File: src/rtl/ddrc_pkg.sv
package ddrc_pkg;

    localparam int CMD_N = 12;
    localparam int C_NOP = 0;
    localparam int C_MRS = 1;
    localparam int C_ACT = 2;
    localparam int C_RD  = 3;
    localparam int C_WR  = 4;
    localparam int C_PRE = 5;
    localparam int C_BST = 6;
    localparam int C_REF = 7;
    localparam int C_SRE = 8;
    localparam int C_SRX = 9;
    localparam int C_PDE = 10;
    localparam int C_PDX = 11;

    localparam int KEY_W = 7;

    typedef logic [CMD_N-1:0] cmd_vec_t;

    typedef enum logic [1:0] {
        LP_AWAKE = 2'd0,
        LP_PDOWN = 2'd1,
        LP_SREF  = 2'd2
    } lp_state_e;

    typedef struct packed {
        logic       valid;
        logic [2:0] bl;
        logic       ilv;
        logic [2:0] cl;
    } mode_cfg_t;

    typedef struct packed {
        logic       ok;
        logic [2:0] bl;
        logic       ilv;
        logic [2:0] cl;
    } mode_req_t;

    function automatic cmd_vec_t onehot(input int idx);
        cmd_vec_t v;
        v = '0;
        v[idx] = 1'b1;
        return v;
    endfunction

    // strobe triple {ras_n, cas_n, we_n} with chip select low
    function automatic cmd_vec_t strobe_cmd(input logic [2:0] rcw);
        cmd_vec_t v;
        case (rcw)
            3'b000:  v = onehot(C_MRS);
            3'b011:  v = onehot(C_ACT);
            3'b101:  v = onehot(C_RD);
            3'b100:  v = onehot(C_WR);
            3'b010:  v = onehot(C_PRE);
            3'b110:  v = onehot(C_BST);
            3'b001:  v = onehot(C_REF);
            default: v = onehot(C_NOP);
        endcase
        return v;
    endfunction

    function automatic mode_req_t parse_key(input logic [KEY_W-1:0] key);
        mode_req_t r;
        case (key[2:0])
            3'b001:  r.bl = 3'd2;
            3'b010:  r.bl = 3'd4;
            default: r.bl = 3'd0;
        endcase
        r.ilv = key[3];
        r.cl  = key[6:4];
        r.ok  = (r.bl != 3'd0) && (key[6:4] == 3'b011);
        return r;
    endfunction

endpackage

File: src/rtl/ddrc_decode.sv
module ddrc_decode
    import ddrc_pkg::*;
(
    input  logic     cke,
    input  logic     cke_prev,
    input  logic     cs_n,
    input  logic     ras_n,
    input  logic     cas_n,
    input  logic     we_n,
    input  logic     in_sref,
    output cmd_vec_t code,
    output logic     exit_dirty
);
    logic [2:0] rcw;
    logic       is_ref;
    logic       idle_cmd;

    assign rcw      = {ras_n, cas_n, we_n};
    assign is_ref   = ~cs_n && (rcw == 3'b001);
    assign idle_cmd = cs_n || (rcw == 3'b111);

    always_comb begin
        code       = '0;
        exit_dirty = 1'b0;
        case ({cke_prev, cke})
            2'b11: code = cs_n ? onehot(C_NOP) : strobe_cmd(rcw);
            2'b10: code = is_ref ? onehot(C_SRE) : onehot(C_PDE);
            2'b01: begin
                code       = in_sref ? onehot(C_SRX) : onehot(C_PDX);
                exit_dirty = ~idle_cmd;
            end
            default: code = '0;
        endcase
    end
endmodule

File: src/rtl/ddrc_mode_reg.sv
module ddrc_mode_reg
    import ddrc_pkg::*;
(
    input  logic             clk,
    input  logic             rst,
    input  logic             wr,
    input  logic [KEY_W-1:0] key,
    output mode_cfg_t        cfg,
    output logic             bad
);
    mode_req_t req;

    assign req = parse_key(key);
    assign bad = wr && !req.ok;

    always_ff @(posedge clk) begin
        if (rst) begin
            cfg <= '0;
        end else if (wr && req.ok) begin
            cfg.valid <= 1'b1;
            cfg.bl    <= req.bl;
            cfg.ilv   <= req.ilv;
            cfg.cl    <= req.cl;
        end
    end
endmodule

File: src/rtl/ddrc_bank.sv
module ddrc_bank #(
    parameter int CNT_W = 2
) (
    input  logic             clk,
    input  logic             rst,
    input  logic             open_cmd,
    input  logic             close_cmd,
    input  logic             ap_start,
    input  logic [CNT_W-1:0] ap_len,
    output logic             is_open,
    output logic             ap_pending
);
    logic [CNT_W-1:0] cnt;

    assign ap_pending = (cnt != '0);

    always_ff @(posedge clk) begin
        if (rst) begin
            is_open <= 1'b0;
            cnt     <= '0;
        end else if (close_cmd) begin
            is_open <= 1'b0;
            cnt     <= '0;
        end else if (open_cmd) begin
            is_open <= 1'b1;
            cnt     <= '0;
        end else if (ap_start) begin
            cnt <= ap_len;
        end else if (cnt != '0) begin
            cnt <= cnt - CNT_W'(1);
            if (cnt == CNT_W'(1)) begin
                is_open <= 1'b0;
            end
        end
    end
endmodule

File: src/rtl/ddr_cmd_decoder.sv
module ddr_cmd_decoder
    import ddrc_pkg::*;
#(
    parameter int NUM_BANKS = 4,
    parameter int ROW_W     = 11,
    parameter int COL_W     = 8,
    parameter int AP_BIT    = 8,
    parameter int MAX_BL    = 4,
    localparam int BA_W     = $clog2(NUM_BANKS),
    localparam int CNT_W    = $clog2(MAX_BL / 2 + 1)
) (
    input  logic                 clk,
    input  logic                 rst,
    input  logic                 cke,
    input  logic                 cs_n,
    input  logic                 ras_n,
    input  logic                 cas_n,
    input  logic                 we_n,
    input  logic [BA_W-1:0]      ba,
    input  logic [ROW_W-1:0]     addr,
    output logic [CMD_N-1:0]     cmd_code,
    output logic [BA_W-1:0]      cmd_bank,
    output logic [ROW_W-1:0]     row_addr,
    output logic [COL_W-1:0]     col_addr,
    output logic                 auto_pre,
    output logic [2:0]           burst_len,
    output logic                 burst_ilv,
    output logic [2:0]           cas_lat,
    output logic                 mode_valid,
    output logic [NUM_BANKS-1:0] bank_open,
    output logic                 proto_err,
    output logic                 power_down,
    output logic                 self_refresh
);
    logic      cke_q;
    lp_state_e lp_q;
    cmd_vec_t  dec;
    cmd_vec_t  cmd_q;
    logic      exit_dirty;
    mode_cfg_t mcfg;
    logic      mode_bad;

    logic [NUM_BANKS-1:0] bk_open, bk_pend, bk_act, bk_ap, bk_close, sel;
    logic                 is_acc, act_ok, acc_ok, err_now, bank_cmd;
    logic [CNT_W-1:0]     ap_len;

    logic [BA_W-1:0]  bank_q;
    logic [ROW_W-1:0] row_q;
    logic [COL_W-1:0] col_q;
    logic             ap_q;
    logic             err_q;

    ddrc_decode u_dec (
        .cke        (cke),
        .cke_prev   (cke_q),
        .cs_n       (cs_n),
        .ras_n      (ras_n),
        .cas_n      (cas_n),
        .we_n       (we_n),
        .in_sref    (lp_q == LP_SREF),
        .code       (dec),
        .exit_dirty (exit_dirty)
    );

    ddrc_mode_reg u_mode (
        .clk (clk),
        .rst (rst),
        .wr  (dec[C_MRS]),
        .key (addr[KEY_W-1:0]),
        .cfg (mcfg),
        .bad (mode_bad)
    );

    assign sel      = NUM_BANKS'(1) << ba;
    assign is_acc   = dec[C_RD] | dec[C_WR];
    assign act_ok   = dec[C_ACT] & ~bk_open[ba];
    assign acc_ok   = is_acc & bk_open[ba] & ~bk_pend[ba] & mcfg.valid;
    assign bk_act   = act_ok ? sel : '0;
    assign bk_ap    = (acc_ok && addr[AP_BIT]) ? sel : '0;
    assign bk_close = dec[C_PRE] ? (addr[AP_BIT] ? '1 : sel) : '0;
    assign ap_len   = CNT_W'(mcfg.bl >> 1);
    assign bank_cmd = dec[C_ACT] | is_acc | dec[C_PRE];
    assign err_now  = (dec[C_ACT] & ~act_ok) | (is_acc & ~acc_ok)
                    | mode_bad | exit_dirty;

    for (genvar b = 0; b < NUM_BANKS; b++) begin : g_bank
        ddrc_bank #(.CNT_W(CNT_W)) u_bank (
            .clk        (clk),
            .rst        (rst),
            .open_cmd   (bk_act[b]),
            .close_cmd  (bk_close[b]),
            .ap_start   (bk_ap[b]),
            .ap_len     (ap_len),
            .is_open    (bk_open[b]),
            .ap_pending (bk_pend[b])
        );
    end

    always_ff @(posedge clk) begin
        if (rst) begin
            cke_q  <= 1'b1;
            lp_q   <= LP_AWAKE;
            cmd_q  <= '0;
            bank_q <= '0;
            row_q  <= '0;
            col_q  <= '0;
            ap_q   <= 1'b0;
            err_q  <= 1'b0;
        end else begin
            cke_q <= cke;
            cmd_q <= dec;
            err_q <= err_q | err_now;
            if (dec[C_SRE]) begin
                lp_q <= LP_SREF;
            end else if (dec[C_PDE]) begin
                lp_q <= LP_PDOWN;
            end else if (dec[C_SRX] || dec[C_PDX]) begin
                lp_q <= LP_AWAKE;
            end
            if (bank_cmd) begin
                bank_q <= ba;
            end
            if (act_ok) begin
                row_q <= addr;
            end
            if (acc_ok) begin
                col_q <= addr[COL_W-1:0];
                ap_q  <= addr[AP_BIT];
            end
        end
    end

    assign cmd_code     = cmd_q;
    assign cmd_bank     = bank_q;
    assign row_addr     = row_q;
    assign col_addr     = col_q;
    assign auto_pre     = ap_q;
    assign burst_len    = mcfg.bl;
    assign burst_ilv    = mcfg.ilv;
    assign cas_lat      = mcfg.cl;
    assign mode_valid   = mcfg.valid;
    assign bank_open    = bk_open;
    assign proto_err    = err_q;
    assign power_down   = (lp_q == LP_PDOWN);
    assign self_refresh = (lp_q == LP_SREF);
endmodule

File: config.mk
export PLATFORM = sky130hd
export DESIGN_NAME = ddr_cmd_decoder
export DESIGN_NICKNAME = d
export VERILOG_FILES = /design/src/rtl/ddrc_pkg.sv /design/src/rtl/ddrc_decode.sv /design/src/rtl/ddrc_mode_reg.sv /design/src/rtl/ddrc_bank.sv /design/src/rtl/ddr_cmd_decoder.sv
export SDC_FILE = /design/constraint.sdc
export NUM_CORES = 1
export LEC_CHECK = 0
export BUFFER_PORTS_ARGS = -buffer_cell sky130_fd_sc_hd__buf_2
export CAP_MARGIN = 5
export CORE_MARGIN = 10
export CORE_UTILIZATION = 47
export CTS_CLUSTER_DIAMETER = 200
export DETAILED_ROUTE_END_ITERATION = 8
export PLACE_DENSITY = 0.86
export REMOVE_ABC_BUFFERS = 1
export SLEW_MARGIN = 30
export SYNTH_ARGS = -nofsm -noshare
export SYNTH_HDL_FRONTEND = slang
export SYNTH_SLANG_ARGS = --single-unit
File: constraint.sdc
create_clock -name clk -period 2.4 [get_ports clk]
set_input_delay 0.24 -clock clk [delete_from_list [all_inputs] [get_ports clk]]
set_output_delay 0.24 -clock clk [all_outputs]
set_load 0.005 [all_outputs]
==> flow_summary_export.csv, run 1 <==
group,metric,value,unit
cells_and_area,synthToLayoutAreaGrowth,22.3,%
detailed_routing,wl,6580,um
run_status,status,"finished, final reports clean",
worst_setup_path,r2r_slack,170,ps
global_routing,grt-ovfl-total,0,
worst_setup_path,reg2regPathDepth,6,
sta,skew,8.38,ps
cells_and_area,final.fill_count,491,
placed_design,io_buffers,67,
clock_tree,cts_setup_buffers,0,
placed_design,hpwlAfterDp,4790,um
detailed_routing,first_pass_iters,5,
logic_synthesis,synth.most_common_cell,"dfxtp_1",
worst_setup_path,cp-start-kind,"flop",
logic_synthesis,yosys.area.top_type,"dfxtp_1",
detailed_routing,viasPerCell,5.27,
detailed_routing,wl_per_cell,15.4,um
global_routing,grt_max_degree,34,
power,leakage,1.41,nW
logic_synthesis,ys_warn_count,0,
power,ir_worst_vdd,0.453,mV
die,chipWidth,95.4,um
worst_hold_path,hold_depth,3,
clock_tree,clockBufferDepth,2,
sta,fin_crit_sh,0.928,
clock_tree,clock-sinks,57,
die,die_area,0.00909,mm^2
cells_and_area,multi_input_area,0.00136,mm^2
die,start_util,0.485,
logic_synthesis,synth_seq_area_share,0.428,
logic_synthesis,async_reset_ff_frac,0,
sta,slew_viol_final,0,
worst_setup_path,crit_path_max_fanout,9,
sta,hold_viol,0,
logic_synthesis,syn_area,0.00267,mm^2
cells_and_area,final-seq-area,0.00114,mm^2
clock_tree,cts-root-buf,"clkbuf_8",
sta,layout_min_cycle_time,2230,ps
worst_setup_path,crit_arrival,2490,ps
sta,fmax,0.449,GHz
clock_tree,cts_buffers,9,
cells_and_area,nets,383,
worst_hold_path,min_from,"addr[9]",
cells_and_area,drive_gt1_frac,0.299,
global_routing,antenna_found_initial,0,
detailed_routing,ant_nets,0,
die,core_region_area,0.00551,mm^2
global_routing,grt_pass1_wl,10800,um
clock_tree,insertion_delay,340,ps
detailed_routing,drtIter0Drc,151,
worst_setup_path,end_kind,"flop",
worst_setup_path,r2r_start,"cke_q",
die,row_count,27,
worst_setup_path,critPathSlowestCell,"or4b_4",
die,die_h,95.4,um
clock_tree,cts_hold_buf,0,
sta,timing.setup.tns,0,ps
logic_synthesis,netlist_top_cells_area,"dfxtp_1 43%, mux2i_1 9.4%, nor2_1 6.3%, ha_1 5.6%, a21oi_1 3.9%",
worst_setup_path,crit_type,"reg2reg",
cells_and_area,antenna_cells,0,
detailed_routing,route.detailed.drc,0,
logic_synthesis,synth_top_area_frac,0.428,
logic_synthesis,syn_area_per_cell,9.27,um^2
power,p_per_area,730,mW/mm^2
worst_setup_path,max_stage_delay,480,ps
clock_tree,ctsResizeCount,0,
worst_hold_path,hold_path_end,"row_addr[9]",
global_routing,grt_pass1_vias,2212,
logic_synthesis,synthTopCellsByCount,"57 x dfxtp_1, 45 x nor2_1, 25 x mux2i_1",
sta,rsz0062_at_grt,"no",
worst_hold_path,min_path_type,"in2reg",
clock_tree,cts_tree,"yes",
sta,relSlewSlack,0.598,
logic_synthesis,synth_edf_count,0,
detailed_routing,vias,2249,
run,max_cap_viol_count,0,
worst_setup_path,r2r_end,"u_mode.cfg[5]",
worst_setup_path,crit_path_cell_trace,"ha_1, or4b_4, or3_4, nand2b_4, or4b_1, a21oi_1",
clock_tree,cts-htree-levels,3,
logic_synthesis,ys_types,49,
global_routing,grt_usage,0.151,
logic_synthesis,synth_ff_type,"dfxtp_1",
sta,worst_slew_pin_slew,602,ps
clock_tree,path_clk_slew,60,ps
worst_setup_path,cp.required,2660,ps
die,pin_count,69,
cells_and_area,fin_util,0.593,
placed_design,globalplace.congestion,0.819,
logic_synthesis,synthesis.instances,288,
logic_synthesis,synth_seq_cells,57,
sta,final-setup-viol-count,0,
==> kinds of logic (layout without fill, tap and decap cells) <==
| group | Yosys count | count (layout) | synth area share |
|---|---|---|---|
| simple gates | 103 | 103 | 0.211 |
| flops | 57 | 57 | 0.428 |
| compound gates | 47 | 47 | 0.112 |
| buf+inv | 35 | 102 | 0.0652 |
| mux | 27 | 27 | 0.106 |
| fa+ha+maj | 12 | 12 | 0.0563 |
| xor+xnor | 6 | 6 | 0.0197 |
| other cells | 1 | 1 | 0.00141 |
==> how the worst max path moves through the flow <==
stage | start | to | slack, ps
finish | cke_q | u_mode.cfg[5] | 170
global route | cke_q | g_bank[2].u_bank.cnt[1] | 70
CTS | cke_q | u_mode.cfg[5] | 170
detailed placement | cke | u_mode.cfg[5] | 180
global placement | cke | u_mode.cfg[6] | 230
floorplan | cke_q | g_bank[0].u_bank.cnt[0] | -140
==> layout make-up <==
class | instances | share of cell area
Tap cell | 72 | 0.0276
Inverter | 13 | 0.0150
Clock inverter | 2 | 0.0107
Timing Repair Buffer | 74 | 0.127
Sequential cell | 57 | 0.350
Multi-Input combinational cell | 196 | 0.416
Clock buffer | 13 | 0.0548
==> power breakdown <==
group          leakage [nW]  switching (mW)  internal, mW  total (mW)
Clock                 0.112           0.364         0.585       0.949
Combinational         0.840           0.209         0.205       0.414
Sequential            0.462          0.0292         0.990        1.02
Total                  1.41           0.602          1.78        2.38
==> worst max-delay path: cells and delay by family, from the launching register on <==
family	cells	cell delay, ps
AO/OA/AOI/OAI	1	160
AND/OR/NAND/NOR	4	1500
flip-flops	1	350
adder cells (fa/ha/maj)	1	160
==> sequential cells by signal, indices dropped and copies added, names as in the netlist, 2 cells and up <==
name / count
cmd_code: 12
row_addr: 11
col_addr: 8
g_bank.u_bank.cnt: 8
u_mode.cfg: 7
g_bank.u_bank.is_open: 4
cmd_bank: 2
lp_q: 2
==> placed cells by master (no fill, tap or decap), drive strengths merged, types with 10 or more instances in the layout <==
cell type / Yosys / routed
buf: 12 / 74
ha: 12 / 12
nor2: 45 / 45
mux2i: 25 / 25
a21oi: 21 / 21
dfxtp: 57 / 57
inv: 13 / 13
nand2: 11 / 11
nand2b: 10 / 10
clkbuf: 10 / 13
==> stage by stage <==
step                      setup WS (ps)  std cells  cell area (um^2)  hold slack [ps]  power [mW]
after CTS                           170        427              3260              138        2.40
after global routing               74.0        427              3260              162        2.50
final                               172        427              3260              143        2.38
after global placement              226        412              3050              443        1.43
after floorplan                    -145        266              2540              309        1.33
after detailed placement            175        412              3050              451        1.45
==> metal layers <==
metal,track usage,up-vias,share of wire
met4,0.0835,0,0.020
met2,0.245,57,0.49
met3,0.0495,11,0.067
li1,-,1108,-
met1,0.172,1073,0.43
met5,0,-,0
(Power assumes the default switching activity.)
==> inputs of run 2 (changes only) <==
--- a/config.mk
+++ b/config.mk
@@ -8,10 +8,10 @@
 export BUFFER_PORTS_ARGS = -buffer_cell sky130_fd_sc_hd__buf_2
 export CAP_MARGIN = 5
 export CORE_MARGIN = 10
-export CORE_UTILIZATION = 47
+export CORE_UTILIZATION = 52
 export CTS_CLUSTER_DIAMETER = 200
 export DETAILED_ROUTE_END_ITERATION = 8
-export PLACE_DENSITY = 0.86
+export PLACE_DENSITY = 0.9
 export REMOVE_ABC_BUFFERS = 1
 export SLEW_MARGIN = 30
 export SYNTH_ARGS = -nofsm -noshare
==> constraint.sdc (replaced) <==
create_clock -name clk -period 2.22 [get_ports clk]
set_input_delay 0.222 -clock clk [delete_from_list [all_inputs] [get_ports clk]]
set_output_delay 0.222 -clock clk [all_outputs]
set_load 0.005 [all_outputs]
==> flow_summary_export.csv, run 2 (synthesis results as in run 1) <==
group,metric,value,unit
run_status,status,"finished, final reports clean",
clock_tree,cts-htree-levels,3,
die,core_region_area,0.00504,mm^2
detailed_routing,viasPerCell,5.29,
sta,fin_crit_sh,0.967,
detailed_routing,first_pass_iters,4,
cells_and_area,fin_util,0.654,
worst_setup_path,crit_path_max_fanout,3,
clock_tree,path_clk_slew,60,ps
clock_tree,cts-root-buf,"clkbuf_8",
power,ir_worst_vdd,0.485,mV
sta,hold_viol,0,
detailed_routing,wl,6630,um
cells_and_area,layout_commonest_cell,"buf_2",
die,chipWidth,91.6,um
clock_tree,insertion_delay,340,ps
sta,skew,8.28,ps
worst_setup_path,crit_path_cell_trace,"ha_2, or4b_4, or3_4, nand2b_4, or4b_4, a21oi_2",
run,max_cap_viol_count,0,
worst_setup_path,end_kind,"flop",
global_routing,grt-ovfl-total,0,
clock_tree,cts_hold_buf,0,
cells_and_area,postLayoutCellArea,0.00330,mm^2
power,p_per_area,772,mW/mm^2
placed_design,pre_cts_slack,36.8,ps
cells_and_area,drive_gt1_frac,0.321,
sta,slew_viol_final,0,
worst_setup_path,crit_type,"reg2reg",
clock_tree,cts_tree,"yes",
sta,layout_min_cycle_time,2150,ps
cells_and_area,stdcell_count,431,
sta,fin_hold_ws,130,ps
detailed_routing,route.detailed.drc,0,
global_routing,grt_pass1_vias,2407,
die,row_count,26,
worst_setup_path,crit_arrival,2410,ps
worst_setup_path,max_stage_delay,470,ps
die,die_area,0.00840,mm^2
global_routing,grt_max_degree,27,
placed_design,io_buffers,67,
placed_design,globalplace.congestion,0.861,
worst_setup_path,cp.required,2490,ps
worst_setup_path,path_common_cell,"or4b_4",
worst_setup_path,cp-start-kind,"flop",
cells_and_area,final_cell_mix,"67 x buf_2, 56 x dfxtp_1, 44 x nor2_1",
sta,timing.setup.tns,0,ps
placed_design,hpwlAfterDp,4770,um
clock_tree,clockBufferDepth,2,
worst_setup_path,critPathSlowestCell,"or4b_4",
die,die_h,91.6,um
detailed_routing,wl_per_cell,15.4,um
global_routing,grt_pass1_wl,11100,um
die,pin_count,69,
placed_design,placed_area,0.00306,mm^2
detailed_routing,vias,2282,
worst_hold_path,min_path_type,"in2reg",
placed_design,place_inst,414,
global_routing,grt_usage,0.161,
cells_and_area,nets,388,
power,leakage,1.43,nW
power,finalPower,2.54,mW
cells_and_area,largest_reg_flops,12,
cells_and_area,synthToLayoutAreaGrowth,23.5,%
global_routing,antenna_found_initial,0,
die,start_util,0.529,
detailed_routing,ant_nets,0,
cells_and_area,final.fill_count,422,
sta,final-setup-viol-count,0,
sta,fmax,0.466,GHz
sta,setup_ws,73.4,ps
clock_tree,clock-sinks,57,
cells_and_area,antenna_cells,0,
detailed_routing,drtIter0Drc,148,
clock_tree,cts_buffers,9,
-- run 2: what timing repair did --
action / 4_1_cts / 5_1_grt
pin swaps: 0 / 2
buffers inserted: 0 / 1
gates resized for setup: 1 / 4
endpoints found under the setup margin: 3 / 9
-- run 2: worst max-delay path, delay by kind of cell, from the launching register on --
family	cells	cell delay, ps
AND/OR/NAND/NOR	4	1450
flip-flops	1	340
adder cells (fa/ha/maj)	1	170
AO/OA/AOI/OAI	1	120
-- run 2: path summary, 6_finish.rpt --
kind / from / to / slack [ps] / cells after the start
max: cke_q / u_mode.cfg[6] / 70 / 6
max reg2reg: cke_q / u_mode.cfg[6] / 70 / 6
min reg2reg: u_mode.cfg[0] / u_mode.cfg[0] / 440 / 2
min: addr[9] / row_addr[9] / 130 / 3
-- run 2: routing by layer --
layer,vias up,GRT usage,routed length (um)
met5,-,0,0
met4,0,0.0809,187
met3,17,0.0579,472
met2,81,0.281,3310
met1,1064,0.168,2650
li1,1120,-,-
-- run 2: area by class of cell --
cell class / count / area [um^2] / area share
Clock buffer: 12 / 155 / 0.0471
Inverter: 13 / 48.8 / 0.0148
Multi-Input combinational cell: 196 / 1370 / 0.416
Sequential cell: 57 / 1140 / 0.347
Timing Repair Buffer: 79 / 438 / 0.133
Tap cell: 70 / 87.6 / 0.0266
Clock inverter: 4 / 51.3 / 0.0156
-- run 2: where the power goes --
| part | switching (mW) | internal, mW |
|---|---|---|
| clock | 0.403 | 0.579 |
| combinational | 0.234 | 0.226 |
| sequential | 0.0318 | 1.07 |
| total | 0.669 | 1.88 |
==> inputs of run 3 (changes only) <==
--- a/config.mk
+++ b/config.mk
@@ -11,9 +11,11 @@
 export CORE_UTILIZATION = 52
 export CTS_CLUSTER_DIAMETER = 200
 export DETAILED_ROUTE_END_ITERATION = 8
-export PLACE_DENSITY = 0.9
+export PLACE_DENSITY = 0.79
+export RECOVER_POWER = 50
 export REMOVE_ABC_BUFFERS = 1
 export SLEW_MARGIN = 30
 export SYNTH_ARGS = -nofsm -noshare
 export SYNTH_HDL_FRONTEND = slang
+export SYNTH_HIERARCHICAL = 1
 export SYNTH_SLANG_ARGS = --single-unit
==> flow_summary_export.csv, run 3 <==
group,metric,value,unit
run_status,status,"finished, violations left",
run_status,violations,"setup timing",
worst_setup_path,max_stage_delay,610,ps
worst_setup_path,critPathSlowestCell,"or4b_4",
die,row_count,26,
global_routing,grt-ovfl-total,0,
global_routing,antenna_found_initial,0,
global_routing,grt_use_met3,0.0538,
clock_tree,clock-sinks,57,
logic_synthesis,synth_top_family_by_area,"simple AND/OR/NAND/NOR gates",
die,core_region_area,0.00504,mm^2
detailed_routing,first_pass_iters,4,
detailed_routing,drtIter0Drc,111,
worst_setup_path,crit_type,"reg2reg",
logic_synthesis,synthTopCellsByCount,"57 x dfxtp_1, 38 x nand2b_1, 23 x mux2i_1",
placed_design,hpwlAfterDp,4870,um
sta,skew,8.07,ps
sta,layout_min_cycle_time,2420,ps
run,max_cap_viol_count,0,
clock_tree,path_clk_slew,70,ps
power,leakage,1.55,nW
logic_synthesis,synthesis.instances,278,
logic_synthesis,syn_area_per_cell,9.61,um^2
cells_and_area,largest_reg_flops,12,
global_routing,use_met2,0.312,
sta,final-setup-viol-count,12,
logic_synthesis,synth_seq_cells,57,
detailed_routing,ant_nets,0,
global_routing,grt_pass1_wl,12200,um
sta,slew_viol_final,0,
worst_setup_path,cp-start-kind,"flop",
global_routing,grt_usage,0.178,
cells_and_area,final_cell_mix,"53 x dfxtp_1, 46 x clkbuf_1, 41 x buf_4",
clock_tree,insertion_delay,340,ps
placed_design,globalplace.congestion,0.856,
logic_synthesis,syn_area,0.00267,mm^2
sta,relSlewSlack,0.340,
die,die_h,91.7,um
die,start_util,0.530,
cells_and_area,antenna_cells,0,
cells_and_area,synthToLayoutAreaGrowth,39.9,%
logic_synthesis,netlist_top_cells_area,"dfxtp_1 43%, nand2b_1 8.9%, mux2i_1 8.6%, ha_1 3.7%, nor2b_1 3.3%",
clock_tree,cts_tree,"yes",
logic_synthesis,synth-compound-area-share,0.0843,
logic_synthesis,synth_edf_count,0,
die,pin_count,69,
clock_tree,cts-htree-levels,3,
power,finalPower,3.46,mW
clock_tree,cts_buffers,9,
sta,setup_ws,-196,ps
clock_tree,clockBufferDepth,2,
worst_setup_path,crit_arrival,2650,ps
sta,fmax,0.414,GHz
logic_synthesis,ys_types,43,
die,chipWidth,91.7,um
logic_synthesis,synth_xor_area_frac,0.0192,
sta,fin_crit_sh,1.09,
placed_design,placed_area,0.00327,mm^2
logic_synthesis,ys_warn_count,6,
logic_synthesis,synth_top_area_frac,0.427,
detailed_routing,viasPerCell,5.23,
cells_and_area,final.fill_count,373,
placed_design,io_buffers,67,
sta,worst_slew_pin_slew,990,ps
logic_synthesis,synth_ff_type,"dfxtp_1",
cells_and_area,drive_gt1_frac,0.309,
logic_synthesis,yosys.area.top_type,"dfxtp_1",
logic_synthesis,synth_fa_ha_area_frac,0.0375,
logic_synthesis,synth_seq_area_share,0.427,
detailed_routing,vias,2434,
sta,rsz0062_at_grt,"yes",
worst_setup_path,end_kind,"flop",
logic_synthesis,synth.most_common_cell,"dfxtp_1",
global_routing,use_met1,0.188,
logic_synthesis,synthMuxAreaShare,0.104,
worst_hold_path,min_path_type,"in2reg",
worst_setup_path,crit_path_max_fanout,4,
clock_tree,cts_hold_buf,0,
worst_setup_path,cp.required,2460,ps
global_routing,grt_max_degree,58,
cells_and_area,nets,418,
detailed_routing,route.detailed.drc,0,
clock_tree,cts-root-buf,"clkbuf_8",
power,p_per_area,924,mW/mm^2
cells_and_area,postLayoutCellArea,0.00374,mm^2
sta,hold_viol,0,
global_routing,grt_pass1_vias,2577,
logic_synthesis,async_reset_ff_frac,0,
worst_setup_path,crit_path_cell_trace,"inv_4, ha_4, inv_2, mux4_2, or4b_4, nor3_4, buf_6, nor4_4, a22o_1",
logic_synthesis,synth-simple-area-share,0.275,
cells_and_area,layout_commonest_cell,"dfxtp_1",
die,die_area,0.00841,mm^2
global_routing,grt.busiest_layer,"met2",
detailed_routing,wl,7730,um
power,ir_worst_vdd,0.729,mV
detailed_routing,wl_per_cell,16.6,um
cells_and_area,fin_util,0.742,
[run 3: logic make-up (layout without fill, tap and decap cells)]
kind of cell / Yosys count / count (layout)
and+or+nand+nor: 118 / 118
DFF: 57 / 57
AOI/OAI and AO/OA: 33 / 33
buffers and inverters: 31 / 148
muxes: 25 / 25
adders and majority gates: 8 / 8
xor gates and xnor gates: 5 / 5
other: 1 / 1
[run 3: per-layer routing]
metal | part of all wire | wire (um)
met1 | 0.40 | 3110
met2 | 0.50 | 3840
met3 | 0.072 | 553
met4 | 0.029 | 225
met5 | 0 | 0
[run 3: worst max-delay path, delay by kind of cell (launching register included)]
family,cells,cell delay (ps)
adders and majority gates,1,140
DFF,1,340
and+or+nand+nor,3,880
muxes,1,460
AOI/OAI and AO/OA,1,240
buffers and inverters,3,250
[run 3: area by class of cell]
class,count,area [um^2],area share
well taps,70,87.6,0.0234
inverters,20,77.6,0.0207
multi-input cells,190,1590,0.425
clock inverters,3,65.1,0.0174
repair buffers,112,636,0.170
flip-flops and latches,57,1150,0.306
clock buffers,13,139,0.0371
[run 3: timing repair]
item	in CTS	in global routing
endpoints found under the setup margin	11	13
gates resized for setup	32	20
buffers inserted	13	2
pin swaps	9	11
[run 3: worst paths after layout]
check	from	endpoint	slack [ps]	cells after the start
max	g_bank[0].u_bank/cnt[1]	g_bank[1].u_bank/cnt[0]	-200	9
min	addr[10]	row_addr[10]	150	3
max reg2reg	g_bank[0].u_bank/cnt[1]	g_bank[1].u_bank/cnt[0]	-200	9
min reg2reg	u_mode/cfg[1]	u_mode/cfg[1]	450	2
[run 3: power by group]
group / switching [mW] / total, mW / internal, mW
clock: 0.405 / 1.04 / 0.632
combinational: 0.549 / 1.24 / 0.690
sequential: 0.0640 / 1.18 / 1.12
total: 1.02 / 3.46 / 2.44
[run 3: stage by stage]
step | TNS, ps | hold WS, ps | std cells | setup slack (ps)
floorplan | -3680 | 289 | 267 | -489
global placement | -1820 | 430 | 436 | -256
detailed placement | -2410 | 439 | 436 | -318
CTS | -1110 | 140 | 465 | -135
global route | -2320 | 152 | 465 | -235
finish | -1380 | 148 | 465 | -196
